**src/rtl/nand_ecc_pkg.sv**
```systemverilog
package nand_ecc_pkg;

  // per-region result codes
  localparam logic [1:0] RES_NONE  = 2'd0;
  localparam logic [1:0] RES_FIXED = 2'd1;
  localparam logic [1:0] RES_FATAL = 2'd2;

  typedef enum logic [1:0] {
    SYN_CLEAN = 2'd0,
    SYN_DATA1 = 2'd1,
    SYN_CODE1 = 2'd2,
    SYN_MULTI = 2'd3
  } syn_cls_e;

  // status word = {main result, spare result}
  function automatic logic [3:0] status_of(input syn_cls_e c);
    logic [3:0] s;
    case (c)
      SYN_DATA1: s = {RES_FIXED, RES_NONE};
      SYN_CODE1: s = {RES_NONE,  RES_FIXED};
      SYN_MULTI: s = {RES_FATAL, RES_NONE};
      default:   s = {RES_NONE,  RES_NONE};
    endcase
    return s;
  endfunction

endpackage

```
**src/rtl/sec_ecc_accum.sv**
```systemverilog
module sec_ecc_accum #(
  parameter int IDX_W = 9
) (
  input  logic                      clk,
  input  logic                      rst_n,
  input  logic                      clr,
  input  logic                      fold,
  input  logic [IDX_W-1:0]          idx,
  input  logic [7:0]                data,
  output logic [2*(IDX_W+3)-1:0]    acc
);
  localparam int PAIRS  = IDX_W + 3;
  localparam int CODE_W = 2 * PAIRS;

  // contribution of one byte: column pairs from bit number, line pairs from index
  function automatic logic [CODE_W-1:0] byte_contrib(input logic [IDX_W-1:0] i,
                                                      input logic [7:0] d);
    logic [CODE_W-1:0] r;
    logic [7:0]        hi;
    logic              row;
    r   = '0;
    row = ^d;
    for (int c = 0; c < 3; c++) begin
      for (int b = 0; b < 8; b++) hi[b] = ((b >> c) & 1) == 1;
      r[2*c]   = ^(d & hi);
      r[2*c+1] = ^(d & ~hi);
    end
    for (int k = 0; k < IDX_W; k++) begin
      r[2*(k+3)]   = row & i[k];
      r[2*(k+3)+1] = row & ~i[k];
    end
    return r;
  endfunction

  logic [CODE_W-1:0] contrib;
  assign contrib = fold ? byte_contrib(idx, data) : '0;

  always_ff @(posedge clk or negedge rst_n) begin
    if (!rst_n)   acc <= '0;
    else if (clr) acc <= contrib;
    else          acc <= acc ^ contrib;
  end

endmodule

```
**src/rtl/sec_ecc_syndrome.sv**
```systemverilog
module sec_ecc_syndrome
  import nand_ecc_pkg::*;
#(
  parameter int IDX_W = 9
) (
  input  logic [2*(IDX_W+3)-1:0] calc,
  input  logic [2*(IDX_W+3)-1:0] stored,
  output syn_cls_e               cls,
  output logic [IDX_W-1:0]       err_idx,
  output logic [7:0]             err_mask
);
  localparam int PAIRS  = IDX_W + 3;
  localparam int CODE_W = 2 * PAIRS;
  localparam int CNT_W  = $clog2(CODE_W + 1);

  function automatic logic [CNT_W-1:0] pop(input logic [CODE_W-1:0] v);
    logic [CNT_W-1:0] n;
    n = '0;
    for (int j = 0; j < CODE_W; j++) n = n + CNT_W'(v[j]);
    return n;
  endfunction

  logic [CODE_W-1:0] syn;
  logic [PAIRS-1:0]  pos;
  logic [PAIRS-1:0]  split;
  logic [CNT_W-1:0]  ones;

  assign syn = calc ^ stored;

  generate
    for (genvar p = 0; p < PAIRS; p++) begin : g_pair
      assign pos[p]   = syn[2*p];
      assign split[p] = syn[2*p] ^ syn[2*p+1];
    end
  endgenerate

  assign ones = pop(syn);

  always_comb begin
    if (syn == '0)            cls = SYN_CLEAN;
    else if (ones == CNT_W'(1)) cls = SYN_CODE1;
    else if (&split)          cls = SYN_DATA1;
    else                      cls = SYN_MULTI;
  end

  assign err_idx  = pos[PAIRS-1:3];
  assign err_mask = 8'b1 << pos[2:0];

endmodule

```
**src/rtl/nand_sector_ecc.sv**
```systemverilog
module nand_sector_ecc
  import nand_ecc_pkg::*;
#(
  parameter int SECTOR_BYTES = 512,
  parameter int SPARE_BYTES  = 16,
  parameter int CODE_OFS     = 6
) (
  input  logic                                  clk,
  input  logic                                  rst_n,
  input  logic                                  ecc_en,
  input  logic                                  sec_start,
  input  logic                                  sec_read,
  input  logic                                  byte_vld,
  input  logic [$clog2(SECTOR_BYTES):0]         byte_idx,
  input  logic [7:0]                            byte_data,
  output logic                                  code_vld,
  output logic [2*($clog2(SECTOR_BYTES)+3)-1:0] code_out,
  output logic                                  fix_we,
  output logic [$clog2(SECTOR_BYTES)-1:0]       fix_idx,
  output logic [7:0]                            fix_mask,
  output logic [3:0]                            ecc_status
);
  localparam int IDX_W      = $clog2(SECTOR_BYTES);
  localparam int PAIRS      = IDX_W + 3;
  localparam int CODE_W     = 2 * PAIRS;
  localparam int CODE_BYTES = (CODE_W + 7) / 8;
  localparam logic [IDX_W:0] LAST_MAIN  = (IDX_W+1)'(SECTOR_BYTES - 1);
  localparam logic [IDX_W:0] LAST_SPARE = (IDX_W+1)'(SECTOR_BYTES + SPARE_BYTES - 1);

  // ---- accept / mode ----
  logic start_ok, byte_ok, in_main, cur_rd, last_byte;
  logic rd_q, done_q, done_rd_q;
  logic prog_done, read_done;

  assign start_ok  = ecc_en & sec_start;
  assign byte_ok   = ecc_en & byte_vld;
  assign in_main   = ~byte_idx[IDX_W];
  assign cur_rd    = start_ok ? sec_read : rd_q;
  assign last_byte = byte_ok & (cur_rd ? (byte_idx == LAST_SPARE) : (byte_idx == LAST_MAIN));
  assign prog_done = done_q & ~done_rd_q;
  assign read_done = done_q & done_rd_q;

  always_ff @(posedge clk or negedge rst_n) begin
    if (!rst_n) begin
      rd_q      <= 1'b0;
      done_q    <= 1'b0;
      done_rd_q <= 1'b0;
    end else begin
      if (start_ok) rd_q <= sec_read;
      done_q    <= last_byte;
      done_rd_q <= cur_rd;
    end
  end

  // ---- code accumulation over main bytes ----
  logic [CODE_W-1:0] calc_code;

  sec_ecc_accum #(.IDX_W(IDX_W)) u_accum (
    .clk   (clk),
    .rst_n (rst_n),
    .clr   (start_ok),
    .fold  (byte_ok & in_main),
    .idx   (byte_idx[IDX_W-1:0]),
    .data  (byte_data),
    .acc   (calc_code)
  );

  // ---- stored code capture from the spare slot ----
  logic [CODE_BYTES-1:0]   code_hit;
  logic [8*CODE_BYTES-1:0] stored_q;
  logic [CODE_W-1:0]       stored_code;

  generate
    for (genvar k = 0; k < CODE_BYTES; k++) begin : g_hit
      assign code_hit[k] = byte_ok & ~in_main &
                           (byte_idx[IDX_W-1:0] == IDX_W'(CODE_OFS + k));
    end
  endgenerate

  always_ff @(posedge clk or negedge rst_n) begin
    if (!rst_n) stored_q <= '0;
    else begin
      if (start_ok) stored_q <= '0;
      for (int k = 0; k < CODE_BYTES; k++)
        if (code_hit[k]) stored_q[8*k +: 8] <= byte_data;
    end
  end

  assign stored_code = stored_q[CODE_W-1:0];

  // ---- syndrome classification ----
  syn_cls_e          syn_cls;
  logic [IDX_W-1:0]  err_idx;
  logic [7:0]        err_mask;

  sec_ecc_syndrome #(.IDX_W(IDX_W)) u_syn (
    .calc     (calc_code),
    .stored   (stored_code),
    .cls      (syn_cls),
    .err_idx  (err_idx),
    .err_mask (err_mask)
  );

  // ---- completion outputs; completion outranks the start clear ----
  always_ff @(posedge clk or negedge rst_n) begin
    if (!rst_n) begin
      code_vld   <= 1'b0;
      code_out   <= '0;
      fix_we     <= 1'b0;
      fix_idx    <= '0;
      fix_mask   <= '0;
      ecc_status <= '0;
    end else begin
      code_vld <= prog_done;
      fix_we   <= read_done & (syn_cls == SYN_DATA1);
      if (prog_done) code_out <= calc_code;
      if (read_done) begin
        fix_idx    <= err_idx;
        fix_mask   <= err_mask;
        ecc_status <= status_of(syn_cls);
      end else if (start_ok) begin
        ecc_status <= '0;
      end
    end
  end

  // ---- assertions ----
  a_r8_disabled_quiet: assert property (@(posedge clk) disable iff (!rst_n)
    (!ecc_en && !done_q) |=> (!code_vld && !fix_we));

  a_r4_fix_one_bit: assert property (@(posedge clk) disable iff (!rst_n)
    fix_we |-> ($countones(fix_mask) == 1 && ecc_status == 4'b0100));

  a_r1_code_not_with_fix: assert property (@(posedge clk) disable iff (!rst_n)
    code_vld |-> !fix_we);

  a_r7_start_clears: assert property (@(posedge clk) disable iff (!rst_n)
    (start_ok && !done_q) |=> (ecc_status == 4'b0000));

  a_r7_status_holds: assert property (@(posedge clk) disable iff (!rst_n)
    (!start_ok && !done_q) |=> $stable(ecc_status));

  a_r6_status_legal: assert property (@(posedge clk) disable iff (!rst_n)
    (ecc_status[3:2] != 2'b11 && ecc_status[1] == 1'b0));

  a_r5_code_hit_no_fix: assert property (@(posedge clk) disable iff (!rst_n)
    (read_done && syn_cls == SYN_CODE1) |=> (!fix_we && ecc_status == 4'b0001));

  a_r4_decode_mask: assert property (@(posedge clk) disable iff (!rst_n)
    (syn_cls == SYN_DATA1) |-> ($countones(err_mask) == 1));

endmodule

```
**config.mk**
```make
export PLATFORM = sky130hd
export DESIGN_NAME = nand_sector_ecc
export DESIGN_NICKNAME = d
export VERILOG_FILES = /design/src/rtl/nand_ecc_pkg.sv /design/src/rtl/sec_ecc_accum.sv /design/src/rtl/sec_ecc_syndrome.sv /design/src/rtl/nand_sector_ecc.sv
export SDC_FILE = /design/constraint.sdc
export NUM_CORES = 1
export LEC_CHECK = 0
export ABC_AREA = 1
export BUFFER_PORTS_ARGS = -buffer_cell sky130_fd_sc_hd__buf_2
export CAP_MARGIN = 5
export CORE_MARGIN = 2
export CORE_UTILIZATION = 30
export CTS_CLUSTER_SIZE = 28
export DETAILED_ROUTE_END_ITERATION = 6
export GPL_TIMING_DRIVEN = 0
export SLEW_MARGIN = 20
export SYNTH_ARGS = -nofsm -noshare
export SYNTH_HDL_FRONTEND = slang
export SYNTH_SLANG_ARGS = --single-unit
```
**constraint.sdc**
```tcl
create_clock -name clk -period 7 [get_ports clk]
set_clock_uncertainty 0.05 [all_clocks]
set_input_delay 1.4 -clock clk [delete_from_list [all_inputs] [get_ports clk]]
set_output_delay 1.4 -clock clk [all_outputs]
set_load 0.05 [all_outputs]
```
# Yosys cells after proc, flatten, opt, wreduce, memory -nomap -nowiden
# Cells that the tools add are included.
op_classes:
  n_addsub: 23
  multipliers: 0
  div: 0
  n_lt_le_gt_ge: 0
  n_eq_ne: 9
  shifts: 1
  n_mux: 14
  bitwise: 54
  n_reduce_logical: 13
ops:
  columns: ["operator", "n"]
  rows:
  - ["$add A5 B1 Y5", 22]
  - ["$mux W24", 3]
  - ["$reduce_xor A8 Y1", 7]
  - ["$xor A24 B24 Y24", 2]
  - ["$and A1 B1 Y1", 29]
  - ["$logic_not A24 Y1", 1]
  - ["$mux W8", 3]
  - ["$eq A9 B3 Y1 const B", 2]
  - ["$pmux W4 S3", 1]
  - ["$reduce_and A12 Y1", 1]
  - ["$xor A1 B1 Y1", 12]
  - ["$not A1 Y1", 11]
  - ["$eq A10 B10 Y1 const B", 1]
  - ["$eq A10 B9 Y1 const B", 1]
  - ["$eq A9 B4 Y1 const B", 1]
  - ["$mux W4", 2]
  - ["$reduce_bool A2 Y1", 4]
  - ["$shl A1 B3 Y8 const A", 1]
  - ["$mux W2", 3]
  - ["$eq A5 B1 Y1 const B", 1]
  - ["$eq A2 B2 Y1 const B", 2]
  - ["$add A1 B1 Y2", 1]
  - ["$eq A2 B1 Y1 const B", 1]
  - ["$mux W1", 2]
word_totals:
  reg_bits: 97
  latch_bits: 0
  mem_bits_rw: 0
  romBits: 0
  input_bits: 24
  elab_cells: 126
  mem_count: 0

# Depth between registers and ports, before layout
# Gate-level depths: netlist of run 1.
depth:
  depth_word: 30
  depth_mapped: 20
  ltp_nobuf: 20

# By module
# A second synthesis of run 1 with hierarchy kept.
unflattened:
  hier_cells: 701
  area_unflattened_um2: 5949.5
by_module_without_submodules:
  columns: ["mod", "instances", "cells_per_inst", "area_each_um2", "seq_area_each_um2"]
  rows:
  - ["nand_sector_ecc", 1, 301, 3051.7, 1801.7]
  - ["sec_ecc_accum", 1, 257, 1752.9, 600.6]
  - ["sec_ecc_syndrome", 1, 143, 1144.8, 0.0]

# Worst setup path after synthesis of run 1
# OpenSTA, ideal clock, no wires.
synth_timing:
  kind: "register to register"
  startpoint: "reg u_accum.acc[0]"
  endpoint: "reg ecc_status[3]"
  setup_ns: 0.118
  t_arrival_ns: 4.999
  required_time_ns: 6.832
  path_slack_ns: 1.833
  stages_incl_launch_ff: 17
  n_path_buf: 0
  period_less_slack_ns: 5.167
  cell_sequence: "dfrtp_1 -> xor2_1 -> inv_1 -> ha_1 -> inv_1 -> fa_1 -> fa_1 -> fa_1 -> fa_1 -> fa_1 -> inv_1 -> fa_1 -> fa_1 -> nor3_1 -> nand3_1 -> nand3_1 -> nand2_1"
synth_via:
  elab_chain_cells: 30
  word_cells_on_any_way: 36
synth_lines:
  columns: ["item", "line", "source"]
  rows:
  - ["start: declaration", "sec_ecc_accum.sv:10", "output logic [2*(IDX_W+3)-1:0] acc"]
  - ["start signal: assignment", "sec_ecc_accum.sv:40", "else if (clr) acc <= contrib;"]
  - ["start signal: assignment", "sec_ecc_accum.sv:41", "else acc <= acc ^ contrib;"]
  - ["$xor A24 B24 Y24 (*)", "sec_ecc_syndrome.sv:28", "assign syn = calc ^ stored;"]
  - ["$add A1 B1 Y2", "sec_ecc_syndrome.sv:19", "for (int j = 0; j < CODE_W; j++) n = n + CNT_W'(v[j]);"]
  - ["$add A5 B1 Y5 (22 in a row)", "sec_ecc_syndrome.sv:19", null]
  - ["$eq A5 B1 Y1", "sec_ecc_syndrome.sv:41", "else if (ones == CNT_W'(1)) cls = SYN_CODE1;"]
  - ["$mux W2", "sec_ecc_syndrome.sv:41", null]
  - ["$mux W2 (*)", "sec_ecc_syndrome.sv:40", "if (syn == '0) cls = SYN_CLEAN;"]
  - ["$eq A2 B2 Y1 or $eq A2 B1 Y1 (tied branches)", "nand_ecc_pkg.sv:18", "case (c)"]
  - ["$pmux W4 S3 (*)", "nand_ecc_pkg.sv:18", null]
  - ["$mux W4 (*)", "nand_sector_ecc.sv:117", "if (read_done) begin"]
  - ["end signal: assignment", "nand_sector_ecc.sv:120", "ecc_status <= status_of(syn_cls);"]
  - ["end: declaration", "nand_sector_ecc.sv:21", "output logic [3:0] ecc_status"]
# Every way passes the cells marked *; elsewhere a longest branch is shown, timed or not.
# A chain may end at the register's enable or synchronous reset.

# Final worst setup path of run 1
# Same ends and word-level chain as after synthesis.

==> results.md, run 1 <==
- Setup crit start kind: flop
- Status: completed
- CTS Buf Count: 9
- Crit. End Element: flop
- 1st-iter DRT viols: roughly 280
- Via Count: 4413
- Hold Path Depth: 2
- Global route hottest layer: met2
- Buffers on Ports: between 60 and 70
- Post-route setup TNS: 0 ps
- Synthesis warning total: 0
- Initial Util: 0.305
- RR Startpoint: u_accum.acc[0]
- Netlist cell types: 29
- Worst reg2reg path endpoint: ecc_status[3]
- Slew Viols, Final: 0
- Power Dens Cells: 263 nW/um^2
- Most common cell after layout, fill and taps aside: nand2_1
- Cell accounting for the most synthesized area: dfrtp_1
- Vias per cell: between 4 and 5
- CTS tree: done
- Met1 usage: 0.203
- CP arrival: 5790 ps
- Worst-Margin Slew: 679 ps
- Mapped Cells: around 650
- Initial antenna violation count: 0
- Die Area: between 15000 and 20000 sq um
- Crit path time final: ~5600 ps
- Post-Syn Area per Cell: 8.35 sq um
- PnR worst setup slack: 1410 ps
- Vias in the first global route: 4438
- Min-delay src: fix_mask[7]
- Sink Count: 96
- DRT antenna net count: 0
- Resized cells post-CTS: 0
- Crit Path Category: flop to flop
- LEAKAGE: 0.00328 uW
- Drt drc: 0
- Hold Crit Class: flop to flop
- Met2 Usage GRT: 0.257
- Fin crit share: 0.799
- Max clock buf depth: 2
- Commonest non-fill, non-tap cells in the layout: nand2_1 (155), dfrtp_1 (96), inv_1 (81)
- Syn Nets: 711
- Area Growth Syn to Fin: 17.7%
- First-pass iteration count of the detailed router: 4
- Top cells by area, synth: dfrtp_1 (44%), nand2_1 (11%), fa_1 (6.3%)
- Max-cap viol count: 0
- Syn Std Cell Area: 5440 sq um
- DPL Wire Length: 11100 um
- Worst-path clk slew: 60 ps
- Share of cells above drive strength 1: 0.167
- Worst ir drop on vdd: 0.145 mV
- R2r worst-path depth: 16
- WL per Instance: 14.8 um
- CTS Root Cell: clkbuf_16
- Largest net degree at the start of global routing: 53
- GPL Wtd Cong: 0.836
- GR Overflow Total: 0
- First-pass GRT wire length: 23400 um
- Post-CTS Setup Repair Bufs: 0
- Register area share after synthesis: 0.442
- Unrepaired setup endpoints after global routing: no
- Area share of the largest cell type after synthesis: 0.442
- Final setup viols: 0
- Die H: 139 um
- Met3 Use GR: 0.0345
- Worst Path Required: between 7000 and 8000 ps
- H-tree depth: 3
- Core Footprint: 17800 sq um
- Hold EP: fix_mask[7]
- Yosys reg bits: between 90 and 100
- Highest net fanout along the worst path: 4
- Die X: roughly 140 um
- Achievable Freq: 0.179 GHz
- Final Hold Violating Endpoints: 0
- Worst-skew pair later-pin latency: 360 ps
- Gr usage total: 0.156
- Final nets: 792
- Final hold slack: around 430 ps
- Antenna fix cells: 0
- Post-Route WL: around 14000 um
- Row cnt: 49
- IO Pins: 71
- Post-CTS Hold Fix Bufs: 0
- Overall Power: 1680 uW
- Rel. slew slack: 0.544
- Reg-to-reg slack, setup: 1410 ps
- Worst slack, placed: roughly 1400 ps
-- final cells by class --
| class | count | area, sq um |
|---|---|---|
| Buffer | 23 | 148 |
| Clock buffer | 11 | 243 |
| Clock inverter | 5 | 56.3 |
| Fill cell | 1872 | 11400 |
| Inverter | 91 | 342 |
| Multi-Input combinational cell | 441 | 2540 |
| Sequential cell | 96 | 2400 |
| Tap cell | 229 | 287 |
| Timing Repair Buffer | 70 | 379 |
-- metrics by stage --
stage	area [sq um]	std cells	utilization
detailed placement	6100	950	0.342
global route	6400	966	0.359
finish	6400	966	0.359
floorplan	5440	651	-
global placement	6070	949	0.340
CTS	6400	966	0.359
-- routing by layer --
metal	routed length, um	part of all wire
met1	6650	0.47
met2	6860	0.48
met3	474	0.033
met4	276	0.019
met5	0	0
-- cell usage after synthesis --
cell and n:
nor3_1 6, xor2_1 10, a21oi_1 2, buf_4 3, nand2b_1 2, nand2_4 3, nand4_1 24, xnor2_1 22
nor2_2 1, nor2_1 46, nand3b_1 1, buf_1 3, nand2_2 10, nor3b_1 1, ha_1 19, dfrtp_1 96
nor4_1 1, o21ai_0 55, inv_1 81, buf_2 4, nand3_1 54, or2_2 1, buf_6 6, nand2_1 155
inv_2 10, clkbuf_1 7, fa_1 17, o21ai_1 10, conb_1 1
-- registers in the layout (all words and copies together), names as in the netlist --
| register | flops |
|---|---|
| done_rd_q | 1 |
| code_out | 24 |
| stored_code | 24 |
| u_accum.acc | 24 |
| ecc_status | 3 |
| code_vld | 1 |
| fix_we | 1 |
| fix_mask | 8 |
| fix_idx | 9 |
| done_q | 1 |
-- critical path, cell delays in order (launching register included) --
cell,delay (ps)
dfrtp_1,410
xor2_1,330
inv_1,130
ha_1,340
inv_1,60
fa_1,500
fa_1,550
fa_1,530
fa_1,540
fa_1,550
inv_1,50
fa_1,460
fa_1,440
nor3_1,200
nand3_1,160
nand3_1,120
nand2_1,50
-- power breakdown --
| group | total [uW] | leakage (uW) | internal, uW | switching (uW) |
|---|---|---|---|---|
| Sequential | 603 | 0.00132 | 579 | 23.7 |
| Combinational | 572 | 0.00181 | 220 | 352 |
| Clock | 509 | 0.000145 | 286 | 222 |
| Total | 1680 | 0.00328 | 1090 | 597 |
-- how the worst max path moves through the flow --
stage / from / end / slack, ps / cells past startpoint
floorplan: u_accum.acc[0] / ecc_status[3] / 1830 / 16
global placement: u_accum.acc[0] / ecc_status[3] / 1460 / 16
detailed placement: u_accum.acc[0] / ecc_status[3] / 1380 / 16
CTS: u_accum.acc[0] / ecc_status[3] / 1380 / 16
global route: u_accum.acc[0] / ecc_status[0] / 1100 / 15
finish: u_accum.acc[0] / ecc_status[3] / 1410 / 16
-- logic make-up (layout without fill, tap and decap cells) --
logic type | count (synthesis) | count (layout) | synth area share
and+or+nand+nor | 305 | 305 | 0.248
buffers and inverters | 114 | 200 | 0.0900
DFF | 96 | 96 | 0.442
AOI/OAI and AO/OA | 67 | 67 | 0.0617
adders and majority gates | 36 | 36 | 0.106
xor gates and xnor gates | 32 | 32 | 0.0516
other | 1 | 1 | 0.000690
No activity file was read; power rests on OpenSTA's default activity.
==> run 2, diff against run 1 <==
- ABC_AREA: 1 -> 0
- clock period: 7 -> 5.28 ns (I/O delays scaled with it)
==> results.md, run 2 <==
- Status: finished, violations left
- Failing checks: negative setup slack
- CP arrival: 5550 ps
- CTS Buf Count: 9
- Worst-Margin Slew: 648 ps
- Highest net fanout along the worst path: 2
- Area share of the largest cell type after synthesis: 0.479
- Vias in the first global route: 3899
- DRT antenna net count: 0
- Most common cell after layout, fill and taps aside: dfrtp_1
- Seq. cell area: 2400 sq um
- Die H: around 130 um
- Vias per cell: 4.69
- Syn Std Cell Area: 5010 sq um
- Area Growth Syn to Fin: 22.0%
- Crit path time final: 5350 ps
- Worst ir drop on vdd: about 0.28 mV
- 1st-iter DRT viols: 172
- PnR worst setup slack: -73.9 ps
- Unrepaired setup endpoints after global routing: yes
- Setup crit start kind: flop
- Post-Syn Area per Cell: 11.0 sq um
- Final nets: between 600 and 700
- Register area share after synthesis: 0.479
- IO Pins: a little over 70
- CP Buf/Inv Count: 3
- Slew Viols, Final: 0
- Crit. End Element: flop
- FFs w/ async S/R, synth: 1.00
- Crit Path Category: flop to flop
- Post-synthesis simple-gate area fraction: 0.124
- RR Startpoint: stored_code[1]
- Largest net degree at the start of global routing: 76
- Max clock buf depth: 2
- GR Overflow Total: 0
- Overall Power: around 2700 uW
- Min-delay src: fix_idx[4]
- Critical Path End: ecc_status[2]
- First-pass iteration count of the detailed router: 4
- Buffers on Ports: between 60 and 70
- DPL Wire Length: 9860 um
- Max-cap viol count: 0
- Post-synthesis compound-gate area fraction: 0.0554
- Final setup viols: 1
- LEAKAGE: 0.00297 uW
- Hold Crit Class: flop to flop
- Number of synthesized flops with an enable pin: 0
- Sink Count: 96
- Worst Setup SP: stored_code[1]
- CP delay by family, top: adder cells
- Reg-to-reg slack, setup: -70 ps
- Cell accounting for the most synthesized area: dfrtp_1
- Worst Path Required: 5480 ps
- Rel. slew slack: 0.565
- Power Dens Cells: 435 nW/um^2
- Core Footprint: 16500 sq um
- Gr usage total: 0.151
- Commonest cells post-synth: dfrtp_1 (96), nand2_1 (54), xnor2_1 (43), inv_1 (37), nand3_1 (27)
- Mapped Cells: roughly 460
- Netlist cell types: 38
- Worst reg2reg path endpoint: ecc_status[2]
- Multi-input logic area: 2480 sq um
- Top cells by area, synth: dfrtp_1 (48%), xnor2_1 (7.5%), fa_1 (6.8%)
- Final core occ: 0.371
- Die Area: approximately 18000 sq um
- Worst-path clk slew: 70 ps
- CP max-delay cell: fa_1
- WL per Instance: 16.4 um
- CTS Root Cell: clkbuf_16
- Synthesis warning total: 0
- Syn Nets: 517
- Largest family of logic cells by synthesized area: simple AND/OR/NAND/NOR gates
- H-tree depth: 3
- First-pass GRT wire length: a little over 20000 um
- Initial Util: 0.304
- Final hold slack: 423 ps
- Area share of fa/ha/maj cells after synthesis: 0.115
- Share of cells above drive strength 1: 0.278
- R2r worst-path depth: 17
- CP dominant cell by count: fa_1
- Initial antenna violation count: 0
- Fin crit share: 1.01
- CTS tree: done
- Row cnt: between 40 and 50
- Commonest non-fill, non-tap cells in the layout: dfrtp_1 (96), buf_2 (71), nand2_1 (53)
- Via Count: about 3.6k
- XOR/XNOR Fraction of Synth Area: 0.123
- Post-Route WL: about 13000 um
- Mux cell area share after synthesis: 0.0559
- Yosys reg bits: 96
- Antenna fix cells: 0
- Worst-skew pair later-pin latency: 360 ps
- Most common cell in the netlist: dfrtp_1
- Post-CTS Hold Fix Bufs: 0
- Dominant register cell in the synthesized netlist: dfrtp_1
- Fillers: 1665
- Die X: 133 um
- GPL Wtd Cong: around 0.86
- Drt drc: 0
- Max stage delay on crit path: 570 ps
- Achievable Freq: 0.187 GHz
- Final Hold Violating Endpoints: 0
- Critical path depth in cells: 17
- Crit-path cells: xor2_1 -> inv_1 -> ha_4 -> inv_2 -> fa_1 -> fa_1 -> fa_1 -> fa_1 -> fa_1 -> inv_2 -> fa_2 -> fa_1 -> nand2b_4 -> nor4_4 -> o21ai_2 -> and3_4 -> a31o_4
## run 2: stage by stage
| stage | cells | TNS [ps] | cell area [sq um] | setup slack, ps |
|---|---|---|---|---|
| 3_5_place_dp | 747 | -1100 | 5680 | -450 |
| 3_3_place_gp | 746 | -596 | 5640 | -330 |
| 2_1_floorplan | 457 | 0 | 5020 | 28.0 |
| 4_1_cts | 769 | -102 | 6070 | -102 |
| 5_1_grt | 770 | -366 | 6110 | -210 |
| 6_report | 770 | -73.9 | 6110 | -73.9 |
## run 2: how the worst min path moves through the flow
stage / cells past startpoint / to
2_1_floorplan: 2 / stored_code[5]
3_3_place_gp: 2 / fix_idx[7]
3_5_place_dp: 2 / fix_idx[4]
4_1_cts: 2 / fix_idx[4]
5_1_grt: 1 / fix_mask[4]
6_report: 2 / fix_idx[4]
## run 2: final cells by class
class	count	area share
Sequential cell	96	0.393
Timing Repair Buffer	77	0.0706
Clock inverter	7	0.0115
Buffer	19	0.0153
Multi-Input combinational cell	305	0.405
Inverter	37	0.0227
Clock buffer	9	0.0368
Tap cell	220	0.0450
## run 2: repair_timing
| action | CTS | global route |
|---|---|---|
| pin swaps | 10 | 6 |
| buffers inserted | 6 | 1 |
| gates resized for setup | 8 | 10 |
| setup endpoints to repair | 4 | 4 |
## run 2: worst min-delay path: cells and delay by family (launching register included)
family | cells | cell delay, ps
and+or+nand+nor | 1 | 40
DFF | 1 | 340
AOI/OAI and AO/OA | 1 | 60
## run 2: cell families (layout without fill, tap and decap cells)
group,after synthesis,in the layout
flops,96,96
fa+ha+maj,36,36
other cells,1,1
compound gates,47,47
xor+xnor,64,64
buf+inv,56,149
mux,25,25
simple gates,132,132
## run 2: power by group
| group | leakage, uW | internal, uW | switching (uW) |
|---|---|---|---|
| logic | 0.00150 | 545 | 638 |
| clock network | 0.000146 | 367 | 295 |
| registers | 0.00133 | 770 | 45.0 |
| total | 0.00297 | 1680 | 978 |
## run 2: routing by layer
layer	up-vias	track usage	part of all wire
met1	1817	0.187	0.44
met4	0	0.0526	0.024
li1	1681	-	-
met5	-	0	0
met2	89	0.253	0.48
met3	27	0.0441	0.049
